File: src/rtl/pps_tmr_pkg.sv
`timescale 1ns/1ps
package pps_tmr_pkg;

  typedef enum logic {
    RATE_FAST = 1'b0,
    RATE_SLOW = 1'b1
  } rate_e;

  function automatic int unsigned period_of(rate_e r, int unsigned fast_div, int unsigned slow_div);
    return (r == RATE_SLOW) ? slow_div : fast_div;
  endfunction

endpackage

File: src/rtl/pps_edge_sync.sv
`timescale 1ns/1ps
module pps_edge_sync #(
  parameter int STAGES = 2
) (
  input  logic clk,
  input  logic rst_n,
  input  logic async_in,
  output logic rise_o
);
  logic [STAGES:0] sh;

  always_ff @(posedge clk) begin
    if (!rst_n) sh <= '0;
    else        sh <= {sh[STAGES-1:0], async_in};
  end

  assign rise_o = sh[STAGES-1] & ~sh[STAGES];

  AST_RISE_SINGLE: assert property (@(posedge clk) disable iff (!rst_n)
    rise_o |=> !rise_o);
endmodule

File: src/rtl/phase_div.sv
`timescale 1ns/1ps
module phase_div
  import pps_tmr_pkg::*;
#(
  parameter int DIV_FAST  = 256,
  parameter int DIV_SLOW  = 2048,
  parameter int ALIGN_TOL = 2,
  localparam int PW = $clog2(DIV_SLOW + 1)
) (
  input  logic  clk,
  input  logic  rst_n,
  input  logic  run_i,
  input  logic  jam_i,
  input  logic  evt_i,
  input  rate_e rate_i,
  output logic  wrap_o,
  output logic  stb_o,
  output logic  align_err_o
);
  localparam logic [PW-1:0] TOL_V = PW'(ALIGN_TOL);

  logic [PW-1:0] ph;
  logic [PW-1:0] per;
  logic [PW-1:0] np;
  logic          last;

  assign per    = PW'(period_of(rate_i, DIV_FAST, DIV_SLOW));
  assign last   = (ph >= per - PW'(1));
  assign np     = last ? '0 : ph + PW'(1);
  assign wrap_o = run_i & last & ~jam_i;

  always_ff @(posedge clk) begin
    if (!rst_n) begin
      ph          <= '0;
      stb_o       <= 1'b0;
      align_err_o <= 1'b0;
    end else if (jam_i) begin
      ph          <= '0;
      stb_o       <= 1'b0;
      align_err_o <= 1'b0;
    end else if (run_i) begin
      ph    <= np;
      stb_o <= last;
      if (evt_i) align_err_o <= (np > TOL_V) && (np < per - TOL_V);
    end else begin
      stb_o <= 1'b0;
    end
  end

  AST_PH_RANGE: assert property (@(posedge clk) disable iff (!rst_n)
    ph < PW'(DIV_SLOW));
  AST_STB_PULSE: assert property (@(posedge clk) disable iff (!rst_n)
    stb_o |=> !stb_o);
  AST_ERR_CLR: assert property (@(posedge clk) disable iff (!rst_n)
    jam_i |=> !align_err_o);
endmodule

File: src/rtl/settle_gate.sv
`timescale 1ns/1ps
module settle_gate #(
  parameter int SETTLE_CLKS = 1160,
  parameter int START_CLKS  = 4,
  localparam int SW = $clog2(SETTLE_CLKS + 1),
  localparam int TW = $clog2(START_CLKS + 1)
) (
  input  logic clk,
  input  logic rst_n,
  input  logic jam_i,
  input  logic wrap_i,
  output logic start_o,
  output logic valid_o
);
  logic [SW-1:0] settle;
  logic [TW-1:0] st_left;

  always_ff @(posedge clk) begin
    if (!rst_n) begin
      settle  <= '0;
      st_left <= '0;
      valid_o <= 1'b0;
    end else if (jam_i) begin
      settle  <= SW'(SETTLE_CLKS);
      st_left <= TW'(START_CLKS);
      valid_o <= 1'b0;
    end else begin
      if (settle != '0)  settle  <= settle - SW'(1);
      if (st_left != '0) st_left <= st_left - TW'(1);
      valid_o <= wrap_i && (settle == '0);
    end
  end

  assign start_o = (st_left != '0);

  AST_START_AFTER_JAM: assert property (@(posedge clk) disable iff (!rst_n)
    jam_i |=> start_o);
  AST_START_BOUND: assert property (@(posedge clk) disable iff (!rst_n)
    st_left <= TW'(START_CLKS));
  AST_NO_VALID_SETTLING: assert property (@(posedge clk) disable iff (!rst_n)
    (settle > SW'(1)) |=> !valid_o);
endmodule

File: src/rtl/sec_tally.sv
`timescale 1ns/1ps
module sec_tally
  import pps_tmr_pkg::*;
#(
  parameter int CLK_HZ   = 2048000,
  parameter int DIV_FAST = 256,
  parameter int DIV_SLOW = 2048,
  parameter int CNT_W    = $clog2(CLK_HZ / DIV_FAST + 2)
) (
  input  logic             clk,
  input  logic             rst_n,
  input  logic             evt_i,
  input  logic             valid_i,
  input  rate_e            rate_i,
  output logic [CNT_W-1:0] count_o,
  output logic             ok_o
);
  localparam int N_FAST = CLK_HZ / DIV_FAST;
  localparam int N_SLOW = CLK_HZ / DIV_SLOW;

  logic [CNT_W-1:0] run_cnt;
  logic [CNT_W-1:0] sum;
  logic [CNT_W-1:0] want;

  assign sum  = run_cnt + CNT_W'(valid_i);
  assign want = (rate_i == RATE_SLOW) ? CNT_W'(N_SLOW) : CNT_W'(N_FAST);

  always_ff @(posedge clk) begin
    if (!rst_n) begin
      run_cnt <= '0;
      count_o <= '0;
      ok_o    <= 1'b0;
    end else if (evt_i) begin
      run_cnt <= '0;
      count_o <= sum;
      ok_o    <= (sum == want);
    end else begin
      run_cnt <= sum;
    end
  end

  AST_TALLY_RESTART: assert property (@(posedge clk) disable iff (!rst_n)
    evt_i |=> (run_cnt == '0));
  AST_OK_STABLE: assert property (@(posedge clk) disable iff (!rst_n)
    !evt_i |=> $stable(ok_o) && $stable(count_o));
endmodule

File: src/rtl/pps_sample_timer.sv
`timescale 1ns/1ps
module pps_sample_timer
  import pps_tmr_pkg::*;
#(
  parameter int CLK_HZ      = 2048000,
  parameter int DIV_FAST    = 256,
  parameter int DIV_SLOW    = 2048,
  parameter int SETTLE_CLKS = 1160,
  parameter int START_CLKS  = 4,
  parameter int ALIGN_TOL   = 2,
  parameter int SYNC_STAGES = 2,
  parameter int CNT_W       = $clog2(CLK_HZ / DIV_FAST + 2)
) (
  input  logic             clk,
  input  logic             rst_n,
  input  logic             pps_in,
  input  logic             rate_sel,
  input  logic             rearm,
  output logic             adc_start,
  output logic             sample_stb,
  output logic             sample_valid,
  output logic             align_err,
  output logic [CNT_W-1:0] sec_count,
  output logic             count_ok
);
  rate_e rate;
  logic  evt;
  logic  jam;
  logic  armed;
  logic  running;
  logic  wrap;

  assign rate = rate_e'(rate_sel);
  assign jam  = evt & (armed | rearm);

  always_ff @(posedge clk) begin
    if (!rst_n) begin
      armed   <= 1'b1;
      running <= 1'b0;
    end else if (jam) begin
      armed   <= 1'b0;
      running <= 1'b1;
    end
  end

  pps_edge_sync #(.STAGES(SYNC_STAGES)) u_sync (
    .clk(clk), .rst_n(rst_n), .async_in(pps_in), .rise_o(evt)
  );

  phase_div #(.DIV_FAST(DIV_FAST), .DIV_SLOW(DIV_SLOW), .ALIGN_TOL(ALIGN_TOL)) u_div (
    .clk(clk), .rst_n(rst_n), .run_i(running), .jam_i(jam), .evt_i(evt),
    .rate_i(rate), .wrap_o(wrap), .stb_o(sample_stb), .align_err_o(align_err)
  );

  settle_gate #(.SETTLE_CLKS(SETTLE_CLKS), .START_CLKS(START_CLKS)) u_gate (
    .clk(clk), .rst_n(rst_n), .jam_i(jam), .wrap_i(wrap),
    .start_o(adc_start), .valid_o(sample_valid)
  );

  sec_tally #(.CLK_HZ(CLK_HZ), .DIV_FAST(DIV_FAST), .DIV_SLOW(DIV_SLOW), .CNT_W(CNT_W)) u_tally (
    .clk(clk), .rst_n(rst_n), .evt_i(evt), .valid_i(sample_valid), .rate_i(rate),
    .count_o(sec_count), .ok_o(count_ok)
  );

  AST_VALID_IS_STB: assert property (@(posedge clk) disable iff (!rst_n)
    sample_valid |-> sample_stb);
  AST_IDLE_QUIET: assert property (@(posedge clk) disable iff (!rst_n)
    !running |-> !sample_stb && !adc_start);
  AST_NO_REJAM: assert property (@(posedge clk) disable iff (!rst_n)
    (evt && !armed && !rearm) |=> !$rose(adc_start));
  AST_FIRST_JAM: assert property (@(posedge clk) disable iff (!rst_n)
    (evt && armed) |=> running && adc_start);
endmodule

File: config.mk
export PLATFORM = sky130hd
export DESIGN_NAME = pps_sample_timer
export DESIGN_NICKNAME = d
export VERILOG_FILES = /design/src/rtl/pps_tmr_pkg.sv /design/src/rtl/pps_edge_sync.sv /design/src/rtl/phase_div.sv /design/src/rtl/settle_gate.sv /design/src/rtl/sec_tally.sv /design/src/rtl/pps_sample_timer.sv
export SDC_FILE = /design/constraint.sdc
export NUM_CORES = 1
export LEC_CHECK = 0
export BUFFER_PORTS_ARGS = -buffer_cell sky130_fd_sc_hd__buf_2
export CORE_MARGIN = 5
export CORE_UTILIZATION = 39
export CTS_CLUSTER_DIAMETER = 60
export DETAILED_ROUTE_END_ITERATION = 7
export GPL_ROUTABILITY_DRIVEN = 0
export PLACE_DENSITY_LB_ADDON = 0.3
export SLEW_MARGIN = 20
export SYNTH_ARGS = -nofsm -noshare
export SYNTH_HDL_FRONTEND = slang
export SYNTH_SLANG_ARGS = --single-unit
File: constraint.sdc
create_clock -name clk -period 2.54 [get_ports clk]
set_input_delay 0.381 -clock clk [delete_from_list [all_inputs] [get_ports clk]]
set_output_delay 0.381 -clock clk [all_outputs]
set_load 0.02 [all_outputs]
### Word level (Yosys, flattened, before mapping)

Cells that the tools add are included.
W data, S select, Z words.

| storage, ports and cells | value |
|---|---|
| register bits | 61 |
| output and inout port bits | 18 |
| logic and storage cells | 51 |
| input bits | 5 |

| cells by class | value |
|---|---|
| reduce and logical (&&, ||, !) cells | 11 |
| mux-type cells | 7 |
| bitwise logic cells | 9 |
| equal/unequal tests | 1 |
| order comparisons | 3 |
| $add $sub $neg | 6 |

Operators by type and width:

| operator | count |
|---|---|
| $mux W12 | 2 |
| $mux W11 | 2 |
| $add A13 B1 Y13 | 1 |
| $eq A13 B13 Y1 | 1 |
| $mux W13 | 1 |
| $add A12 B1 Y12 const B | 1 |
| $ge A12 B12 Y1 | 1 |
| $gt A12 B2 Y1 const B | 1 |
| $lt A12 B12 Y1 | 1 |
| $sub A12 B1 Y12 const B | 1 |
| $sub A12 B2 Y12 const B | 1 |
| $logic_not A11 Y1 | 1 |
| $reduce_bool A11 Y1 | 1 |
| $sub A11 B1 Y11 const B | 1 |
| $mux W3 | 2 |
| $and A1 B1 Y1 | 4 |
| $not A1 Y1 | 4 |
| $reduce_bool A2 Y1 | 2 |
| $reduce_or A2 Y1 | 2 |
| $reduce_bool A3 Y1 | 1 |
| $reduce_or A3 Y1 | 1 |
| $sub A3 B1 Y3 const B | 1 |
| $logic_and A1 B1 Y1 | 2 |
| $reduce_and A2 Y1 | 1 |
| $or A1 B1 Y1 | 1 |

### Depth between registers and ports, before layout

Gate-level depths: netlist of the first run.

| logic depth | value |
|---|---|
| depth in word-level cells | 6 |
| gate-level depth with buffers | 11 |
| depth with buffers taken out | 11 |

### Modules after synthesis

A second synthesis of the first run with hierarchy kept.

| unflattened totals | value |
|---|---|
| cells, all modules | 370 |
| area, all modules | 3,270.6 um2 |

By module, submodules not included:

| module | instances | sequential area each (um2) | cells each | area an instance (um2) |
|---|---|---|---|---|
| phase_div | 1 | 280.3 | 144 | 1,159.9 |
| sec_tally | 1 | 540.5 | 120 | 1,131.1 |
| settle_gate | 1 | 300.3 | 93 | 823.3 |
| pps_edge_sync | 1 | 60.1 | 7 | 92.6 |
| pps_sample_timer | 1 | 40.0 | 6 | 63.8 |

### Worst setup path before layout of the first run

No wires, ideal clock.

| timing path | value |
|---|---|
| path kind | input port to flip-flop |
| start | input rate_sel |
| end | register u_div.align_err_o |
| library setup time | 91 ps |
| data arrival time | 2,462 ps |
| slack | -13 ps |
| path buffers | 0 |
| stages | 10 |
| required time | 2,449 ps |
| path through | inv_1 ha_1 and4b_1 or4_4 a21oi_4 ha_1 nand2b_1 o2111ai_1 a2bb2oi_1 a311oi_1 |

| on the way | value |
|---|---|
| cells in the longest elaborated chain, start to end | 6 |
| elaborated cells between the ends (all ways) | 8 |
| those cells by class | add/sub: 2; order compare: 3; mux: 2; reduce/logical: 1 |

Ends and longest elaborated chain:

| what | line | text |
|---|---|---|
| start: declaration | pps_sample_timer.sv:17 | `input logic rate_sel,` |
| $mux W12 * | pps_tmr_pkg.sv:10 | `return (r == RATE_SLOW) ? slow_div : fast_div;` |
| $sub A12 B1 Y12 * | phase_div.sv:28 | `assign last = (ph >= per - PW'(1));` |
| $ge A12 B12 Y1 * | phase_div.sv:28 |  |
| $mux W12 * | phase_div.sv:29 | `assign np = last ? '0 : ph + PW'(1);` |
| via u_div.np[10] | phase_div.sv:24 | `logic [PW-1:0] np;` |
| $gt A12 B2 Y1 or $lt A12 B12 Y1 (tied branches) | phase_div.sv:44 | `if (evt_i) align_err_o <= (np > TOL_V) && (np < per - TOL_V);` |
| $logic_and A1 B1 Y1 * | phase_div.sv:44 |  |
| end signal: assignment | phase_div.sv:44 |  |
| end: declaration | phase_div.sv:18 | `output logic align_err_o` |

Mark *: on every way through the listed nets, which the timed path passes. The rest lies on a longest branch.
A chain may end at the register's enable or synchronous reset.

### Worst setup path in the final report of the first run

| timing path | value |
|---|---|
| start | register u_div.ph[0] |
| end | register u_div.align_err_o |

| on the way | value |
|---|---|
| cells in the longest elaborated chain, start to end | 4 |
| elaborated cells between the ends (all ways) | 6 |
| those cells by class | add/sub: 1; order compare: 3; mux: 1; reduce/logical: 1 |

Ends and longest elaborated chain:

| what | line | text |
|---|---|---|
| start: declaration | phase_div.sv:22 | `logic [PW-1:0] ph;` |
| start signal: assignment | phase_div.sv:42 | `ph <= np;` |
| $add A12 B1 Y12 or $ge A12 B12 Y1 (tied branches) | phase_div.sv:29, phase_div.sv:28 |  |
| $mux W12 * | phase_div.sv:29 |  |
| via u_div.np[10] | phase_div.sv:24 |  |
| $gt A12 B2 Y1 or $lt A12 B12 Y1 (tied branches) | phase_div.sv:44 |  |
| $logic_and A1 B1 Y1 * | phase_div.sv:44 |  |

Marked as above.

==> results of run 1 <==
-- layout make-up --
class / count / area [sq um]
fillers: 775 / 4100
flip-flops and latches: 61 / 1220
inverters: 11 / 45.0
multi-input cells: 261 / 1670
clock buffers: 10 / 128
well taps: 102 / 128
repair buffers: 46 / 290
clock inverters: 4 / 27.5
-- logic make-up after synthesis --
family / after synthesis / share of synthesized area (%)
xor gates and xnor gates: 26 / 7.61
DFF: 61 / 40.8
adders and majority gates: 13 / 5.43
and+or+nand+nor: 157 / 26.6
muxes: 4 / 1.34
buffers and inverters: 30 / 4.43
AOI/OAI and AO/OA: 61 / 13.8
-- routing by layer --
metal / vias to the layer above / track usage, % / routed length (um)
li1: 1305 / - / -
met1: 1168 / 17.3 / 3120
met2: 40 / 24.7 / 3110
met3: 9 / 4.74 / 271
met4: 0 / 3.83 / 74
met5: - / 0 / 0
-- worst max-delay path: cells and delay by family (launching register included) --
family | cells | cell delay, ns
and+or+nand+nor | 4 | 0.95
AOI/OAI and AO/OA | 4 | 0.63
DFF | 1 | 0.34
adders and majority gates | 2 | 0.43
-- flip-flops by register name, summed over array words and instances, names as in the netlist --
signal / count
armed: 1
running: 1
u_div.align_err_o: 1
u_div.ph: 12
u_div.stb_o: 1
u_gate.settle: 11
u_gate.st_left: 3
u_gate.valid_o: 1
u_sync.sh: 3
u_tally.count_o: 13
u_tally.ok_o: 1
u_tally.run_cnt: 13
-- synth_stat cells, drive strengths merged, types with 8 or more instances --
cell type  number  area [sq um]
nand2b          8          50.1
nor2           53           199
dfxtp          61          1220
xnor2           8          70.1
xor2           18           158
clkbuf         15          56.3
and2            8          51.3
nand2          28           113
inv            10          37.5
nor3            8          40.0
ha             13           163
nand3          15          75.1
a21oi          21           116
and3            8          51.3
a211oi         14           110
-- stage by stage --
step | hold WS [ns] | utilization [%] | setup slack, ns | power, mW | area [sq um]
after global routing | 0.242 | 46.1 | 0.00481 | 2.52 | 3510
after floorplan | 0.412 | - | 0.0170 | 1.55 | 3030
final | 0.255 | 46.1 | 0.0938 | 2.35 | 3510
after global placement | 0.417 | 44.1 | -0.156 | 1.65 | 3350
after detailed placement | 0.428 | 44.1 | -0.196 | 1.67 | 3350
after CTS | 0.243 | 46.1 | 0.106 | 2.38 | 3510
-- worst max path at each step --
stage | endpoint | from | cells after the start
after floorplan | u_div.align_err_o | rate_sel | 10
after global placement | u_div.align_err_o | rate_sel | 11
after detailed placement | u_div.align_err_o | rate_sel | 11
after CTS | u_div.align_err_o | u_div.ph[0] | 10
after global routing | u_div.align_err_o | u_div.ph[1] | 10
final | u_div.align_err_o | u_div.ph[0] | 10
-- cells in the final DEF (no fill, tap or decap), types with 5 or more instances in the layout --
cell / instances
and3_1: 7
and2_1: 7
xnor2_1: 8
buf_2: 22
nor2_1: 53
inv_1: 9
nand4_1: 7
ha_1: 11
dfxtp_1: 61
o21ai_0: 5
a211oi_1: 13
nand2_1: 26
buf_4: 24
a21oi_1: 20
nand3_1: 15
clkbuf_8: 9
nor3_1: 8
nand2b_1: 8
xor2_1: 18
-- power breakdown --
part / switching [mW] / total [mW] / internal, mW / leakage [nW]
clock network: 0.377 / 0.718 / 0.341 / 0.0702
registers: 0.0611 / 1.10 / 1.04 / 0.496
logic: 0.299 / 0.537 / 0.238 / 0.874
==> flow_summary.json, run 1 <==
{
  "status": "completed",
  "synth_seq_cells": 61,
  "drc": 0,
  "antenna_found_initial": 0,
  "yosys_warnings": 0,
  "p_leak_nw": 1.44,
  "hold-path-endpoint": "u_sync.sh[0]",
  "hp-start": "pps_in",
  "worst_slew_pin_slew_ns": 0.510,
  "cpMaxStageDelayCell": "or4_4",
  "post_cts_buffers": 0,
  "hold_path.class": "in2reg",
  "io_buffer_count": 22,
  "drive_above_1_share_pct": 18.6,
  "routedWlPerCell_um": 13.3,
  "root_buffer": "clkbuf_8",
  "antenna_left": 0,
  "clock_skew_ns": 0.0130,
  "rsz0062_at_grt": "no",
  "fp.dieH_um": 97.6,
  "finalWirelength_mm": 6.57,
  "reg2reg_setup_slack_ns": 0.09,
  "grt.total_usage_pct": 14.4,
  "grt_start_max_net_pins": 26,
  "post_drt_via_cell_ratio": 5.09,
  "holdPathStages": 2,
  "synth_cells": 352,
  "slowest_delay_ns": 0.49,
  "clock_path_buffers": 2,
  "period_share_pct": 96.3,
  "num_antenna_cells": 0,
  "cts_buffers": 9,
  "finalSetupTns_ns": 0,
  "final_nets": 408,
  "fin_cells": 495,
  "maxCapViolations": 0,
  "ff2ff_path_depth": 10,
  "path_clk_slew_ns": 0.07,
  "synthToLayoutAreaGrowth_pct": 17.1,
  "synth.cell_area_sq_um": 2990,
  "cts_max_level": 3,
  "hold_viol_final": 0,
  "synth_nets": 370,
  "post-place-cells": 481,
  "dr.pass1.iters": 4,
  "reg2reg_from": "u_div.ph[0]",
  "vias": 2522,
  "coreArea_sq_um": 7610,
  "postCtsResizedCells": 0,
  "fmax_ghz": 0.409,
  "yosysSeqAreaShare_pct": 40.8,
  "synth_edf_count": 0,
  "synthArstFlopShare_pct": 0,
  "hpwlAfterDp_mm": 4.83,
  "grt_pass1_wl_mm": 11.2,
  "cts_tree": "built",
  "holdBufCountCts": 0,
  "ys_types": 56,
  "setup_violations": 0,
  "dieArea_sq_um": 9530,
  "worstSetupPathType": "reg2reg",
  "crit_top_cell": "ha_1",
  "start_kind": "flop",
  "rr_endpoint": "u_div.align_err_o",
  "initial_core_util_pct": 39.4,
  "io_pins": 23,
  "grt_pass1_vias": 2418,
  "critPathArrivalTime_ns": 2.70,
  "relSlewSlack_pct": 66.0,
  "synthFlopType": "dfxtp_1",
  "vdd_ir_drop_max_mv": 0.402,
  "p_per_area_nw_per_um2": 671,
  "end_kind": "flop",
  "required_ns": 2.79,
  "die_w_um": 97.6,
  "clock_latency_ns": 0.34,
  "crit_fanout": 2,
  "gr-total-overflow": 0,
  "path_cells": "ha_1, and4_1, nand2_4, or4_4, a21oi_4, ha_1, nand2b_1, o2111ai_1, a2bb2oi_1, a311oi_1",
  "initialDrtViolationCount": 109,
  "rows": 32,
  "syn_area_per_cell_sq_um": 8.51,
  "numClockSinks": 61,
  "report.final.slew_viol_count": 0,
  "fin_crit_ns": 2.45
}
No activity file was read; power rests on OpenSTA's default activity.
==> run 2, diff against run 1 <==
==> constraint.sdc (replaced) <==
create_clock -name clk -period 2.6 [get_ports clk]
set_input_delay 0.39 -clock clk [delete_from_list [all_inputs] [get_ports clk]]
set_output_delay 0.39 -clock clk [all_outputs]
set_load 0.01 [all_outputs]
==> flow_summary.json, run 2 (same netlist as run 1, synthesis figures left out) <==
{
  "post_drt_via_cell_ratio": 5.08,
  "whs_ns": 0.303,
  "final_common_cell": "dfxtp_1",
  "fp.dieH_um": 97.6,
  "dr.pass1.iters": 4,
  "finalSetupTns_ns": 0,
  "path_clk_slew_ns": 0.07,
  "clock_skew_ns": 0.00573,
  "vdd_ir_drop_max_mv": 0.395,
  "setup_violations": 0,
  "clock_latency_ns": 0.33,
  "top_regs": "u_tally.count_o (13), u_tally.run_cnt (13), u_div.ph (12)",
  "rows": 32,
  "antenna_found_initial": 0,
  "path_cells": "ha_2, and4_4, nand2_4, or4_4, a21oi_4, ha_4, nand2b_1, o2111ai_1, a2bb2oi_1, a311oi_1",
  "cts_tree": "built",
  "fin_cells": 491,
  "final_nets": 403,
  "gr-total-overflow": 0,
  "relSlewSlack_pct": 49.2,
  "report.final.slew_viol_count": 0,
  "cts_buffers": 9,
  "num_antenna_cells": 0,
  "regArea_sq_um": 1230,
  "use_met3_pct": 4.38,
  "nFillCells": 733,
  "coreArea_sq_um": 7610,
  "holdBufCountCts": 0,
  "start_kind": "flop",
  "fin_crit_ns": 2.48,
  "io_buffer_count": 22,
  "grt_pass1_wl_mm": 11.3,
  "final_cell_mix": "dfxtp_1, nor2_1, nand2_1",
  "drc": 0,
  "grt_start_max_net_pins": 25,
  "numClockSinks": 61,
  "total_power_mw": 2.43,
  "routedWlPerCell_um": 13.4,
  "hold_viol_final": 0,
  "status": "completed",
  "post-place-cells": 475,
  "synthToLayoutAreaGrowth_pct": 17.2,
  "dpl-instance-area_sq_um": 3280,
  "p_leak_nw": 1.45,
  "cts_max_level": 3,
  "worst-path-buf-inv": 0,
  "slowest_delay_ns": 0.50,
  "initialDrtViolationCount": 99,
  "end_kind": "flop",
  "cpMaxStageDelayCell": "or4_4",
  "required_ns": 2.84,
  "clock_path_buffers": 2,
  "fmax_ghz": 0.404,
  "antenna_left": 0,
  "grt.total_usage_pct": 14.5,
  "grtUsageMet2_pct": 23.2,
  "drive_above_1_share_pct": 18.8,
  "multi_input_area_sq_um": 1660,
  "critPathArrivalTime_ns": 2.71,
  "met1_usage_pct": 17.9,
  "dp_worst_setup_slack_ns": -0.132,
  "worst_slew_pin_slew_ns": 0.760,
  "crit_fanout": 5,
  "worstSetupPathType": "reg2reg",
  "period_share_pct": 95.2,
  "root_buffer": "clkbuf_8",
  "finalWirelength_mm": 6.56,
  "final_util_pct": 46.1,
  "grt_pass1_vias": 2408,
  "p_per_area_nw_per_um2": 692,
  "io_pins": 23,
  "critical-path-top-delay-family": "simple AND/OR/NAND/NOR gates",
  "timing.final.ws_setup_ns": 0.124,
  "hold_path.class": "in2reg",
  "die_w_um": 97.6,
  "final_area_sq_um": 3510,
  "maxCapViolations": 0,
  "busiest_layer": "met2",
  "dieArea_sq_um": 9530,
  "initial_core_util_pct": 39.4,
  "hpwlAfterDp_mm": 4.67,
  "vias": 2492
}
run 2: cell count changes in the layout (fill, tap and decap cells not counted), moves of 2 or more:
cell	delta
dfxtp_2	+2
clkbuf_8	+2
buf_4	-5
clkinvlp_4	-3
dfxtp_1	-3
run 2: cell type report:
cell class / count / share of cell area [%]
timing repair buffer: 41 / 7.20
clock inverter: 4 / 1.36
clock buffer: 11 / 4.32
multi-input combinational: 261 / 47.3
tap: 102 / 3.64
inverter: 11 / 1.18
sequential: 61 / 35.0
run 2: metal layers:
metal | share of wire, % | routed length (um) | vias to the layer above
met4 | 2.3 | 148 | 0
met2 | 47 | 3080 | 32
met1 | 47 | 3090 | 1154
met3 | 3.6 | 235 | 11
met5 | 0 | 0 | -
li1 | - | - | 1295
run 2: timing repair:
action | 4_1_cts | 5_1_grt
gates resized for setup | 0 | 9
buffers inserted | 0 | 1
endpoints found under the setup margin | 0 | 1
run 2: power breakdown:
| group | leakage [nW] | total [mW] | switching [mW] | internal [mW] |
|---|---|---|---|---|
| Clock | 0.101 | 0.843 | 0.357 | 0.486 |
| Sequential | 0.498 | 1.07 | 0.0594 | 1.01 |
| Combinational | 0.853 | 0.512 | 0.281 | 0.230 |
run 2: path summary, 6_finish.rpt:
kind	start	endpoint	slack (ns)	depth (start not counted)
hold / removal	pps_in	u_sync.sh[0]	0.30	2
hold reg to reg	u_sync.sh[0]	u_sync.sh[1]	0.44	1
setup / recovery	u_div.ph[1]	u_div.align_err_o	0.12	10
setup reg to reg	u_div.ph[1]	u_div.align_err_o	0.12	10
run 2: worst reg2reg max path, cell delays in order, from the launching register on:
cell and delay [ns]:
dfxtp_4 0.36, ha_2 0.18, and4_4 0.25, nand2_4 0.07
or4_4 0.50, a21oi_4 0.18, ha_4 0.21, nand2b_1 0.08
o2111ai_1 0.13, a2bb2oi_1 0.17, a311oi_1 0.26
==> run 3, diff against run 2 <==
--- a/config.mk
+++ b/config.mk
@@ -5,7 +5,10 @@
 export SDC_FILE = /design/constraint.sdc
 export NUM_CORES = 1
 export LEC_CHECK = 0
+export ABC_AREA = 1
 export BUFFER_PORTS_ARGS = -buffer_cell sky130_fd_sc_hd__buf_2
+export CELL_PAD_IN_SITES_DETAIL_PLACEMENT = 0
+export CELL_PAD_IN_SITES_GLOBAL_PLACEMENT = 1
 export CORE_MARGIN = 5
 export CORE_UTILIZATION = 39
 export CTS_CLUSTER_DIAMETER = 60
==> flow_summary.json, run 3 <==
{
  "grt_pass1_vias": 2507,
  "ys_types": 35,
  "final_common_cell": "nand2_1",
  "root_buffer": "clkbuf_8",
  "total_power_mw": 2.82,
  "fin_crit_ns": 2.31,
  "worst_slew_pin_slew_ns": 0.480,
  "synth.top_cell.area_share_pct": 40.5,
  "clock_latency_ns": 0.33,
  "coreArea_sq_um": 7650,
  "syn_area_per_cell_sq_um": 7.15,
  "end_kind": "flop",
  "synth_area_leaders": "dfxtp_1, nand2_1, inv_1",
  "synth.cell_area_sq_um": 3020,
  "numClockSinks": 61,
  "relSlewSlack_pct": 67.9,
  "dr.pass1.iters": 4,
  "final_nets": 472,
  "path_clk_slew_ns": 0.08,
  "fp.dieH_um": 97.9,
  "synthToLayoutAreaGrowth_pct": 16.3,
  "gr-total-overflow": 0,
  "final_area_sq_um": 3510,
  "yosysSeqAreaShare_pct": 40.5,
  "vias": 2574,
  "regArea_sq_um": 1220,
  "nFillCells": 766,
  "synthFlopType": "dfxtp_1",
  "crit_top_cell": "nand2_1",
  "grt_start_max_net_pins": 17,
  "clock_skew_ns": 0.0102,
  "cts_buffers": 9,
  "synth_common_cells": "nand2_1, dfxtp_1, inv_1",
  "initial_core_util_pct": 39.4,
  "die_w_um": 97.9,
  "p_leak_nw": 1.63,
  "final_cell_mix": "nand2_1, dfxtp_1, inv_1",
  "period_share_pct": 88.9,
  "synth_edf_count": 0,
  "rsz0062_at_grt": "no",
  "dpl-instance-area_sq_um": 3270,
  "finalWirelength_mm": 6.55,
  "status": "completed",
  "cpMaxStageDelayCell": "dfxtp_1",
  "worstSetupPathType": "reg2reg",
  "grt.total_usage_pct": 14.2,
  "antenna_left": 0,
  "p_per_area_nw_per_um2": 803,
  "vdd_ir_drop_max_mv": 0.496,
  "fmax_ghz": 0.433,
  "dieArea_sq_um": 9590,
  "routedWlPerCell_um": 11.7,
  "clock_path_buffers": 2,
  "synth_top_area_cell": "dfxtp_1",
  "path_cells": "ha_1, nand2_1, nor2_1, nand3_2, nand2_4, inv_2, nand3_1, inv_1, ha_1, inv_1, nor2_1, nand2_1, nor2_1, nand2_1, nor2_1, nand3_1, nand2_1, nand2_1, nand3_1, a21oi_1",
  "multi_input_area_sq_um": 1530,
  "yosysMostFrequentCell": "nand2_1",
  "synth_nets": 440,
  "hold_path.class": "in2reg",
  "drive_above_1_share_pct": 14.8,
  "num_antenna_cells": 0,
  "start_kind": "flop",
  "synth_cells": 422,
  "synth_seq_cells": 61,
  "synthArstFlopShare_pct": 0,
  "drc": 0,
  "post_cts_buffers": 0,
  "cts_tree": "built",
  "io_pins": 23,
  "initialDrtViolationCount": 87,
  "critPathArrivalTime_ns": 2.53,
  "hpwlAfterDp_mm": 4.87,
  "post_drt_via_cell_ratio": 4.59,
  "finalSetupTns_ns": 0,
  "setup_violations": 0,
  "crit_fanout": 4,
  "grt_pass1_wl_mm": 11.3,
  "yosys_warnings": 0,
  "required_ns": 2.82,
  "rows": 32,
  "maxCapViolations": 0,
  "hold_viol_final": 0,
  "top_regs": "u_tally.count_o (13), u_tally.run_cnt (13), u_div.ph (12)",
  "final_util_pct": 45.9,
  "cts_max_level": 3,
  "antenna_found_initial": 0,
  "slowest_delay_ns": 0.35,
  "report.final.slew_viol_count": 0,
  "io_buffer_count": 22
}
run 3: cell types whose count changed after synthesis, sizes merged, moves of 5 or more:
| cell | before | now |
|---|---|---|
| nand2b | 8 | 0 |
| nand3 | 15 | 27 |
| and3 | 8 | 0 |
| clkbuf | 15 | 5 |
| and2 | 8 | 0 |
| nor2 | 53 | 60 |
| inv | 10 | 62 |
| nand2 | 28 | 106 |
| o21ai | 6 | 25 |
| a211oi | 14 | 6 |
| nand4 | 7 | 2 |
| xor2 | 18 | 9 |
| xnor2 | 8 | 3 |
run 3: final timing paths:
path                     start                end  slack (ns)  cells after the start
setup / recovery  u_div.ph[10]  u_div.align_err_o        0.29                     20
hold / removal          pps_in       u_sync.sh[0]        0.24                      3
setup reg to reg  u_div.ph[10]  u_div.align_err_o        0.29                     20
hold reg to reg   u_sync.sh[0]       u_sync.sh[1]        0.42                      2
run 3: cells by family after synthesis:
group / share of synthesized area, %
buf+inv: 8.84
flops: 40.5
xor+xnor: 3.73
simple gates: 31.2
fa+ha+maj: 5.39
compound gates: 10.3
run 3: area by class of cell:
type	count	share of cell area, %
sequential	61	34.8
multi-input combinational	291	43.7
timing repair buffer	29	4.64
clock buffer	10	3.92
inverter	62	6.63
clock inverter	6	2.67
tap	102	3.64
run 3: stage by stage:
step,worst slack (ns),hold slack [ns],cells
4_1_cts,0.251,0.223,561
3_5_place_dp,0.0473,0.403,545
3_3_place_gp,0.136,0.396,545
2_1_floorplan,0.217,0.390,422
5_1_grt,0.00293,0.240,561
6_report,0.290,0.237,561
run 3: metal layers:
metal	track usage (%)	up-vias	part of all wire, %
li1	-	1391	-
met1	18.7	1151	52
met2	22.9	30	45
met3	3.71	2	2.5
met4	4.37	0	0.49
met5	0	-	0
run 3: where the power goes:
part	switching [mW]	total (mW)	internal, mW
combinational	0.439	0.720	0.281
clock	0.404	0.977	0.573
sequential	0.0819	1.12	1.04
total	0.924	2.82	1.89
run 3: critical path: cells and delay by family, from the launching register on:
family | cells | cell delay [ns]
AOI/OAI and AO/OA | 1 | 0.06
adders and majority gates | 2 | 0.60
buffers and inverters | 3 | 0.13
DFF | 1 | 0.35
and+or+nand+nor | 14 | 1.06
run 3: what timing repair did:
item,4_1_cts,5_1_grt
hold buffers,0,0
endpoints found under the setup margin,0,1
gates resized for setup,0,1
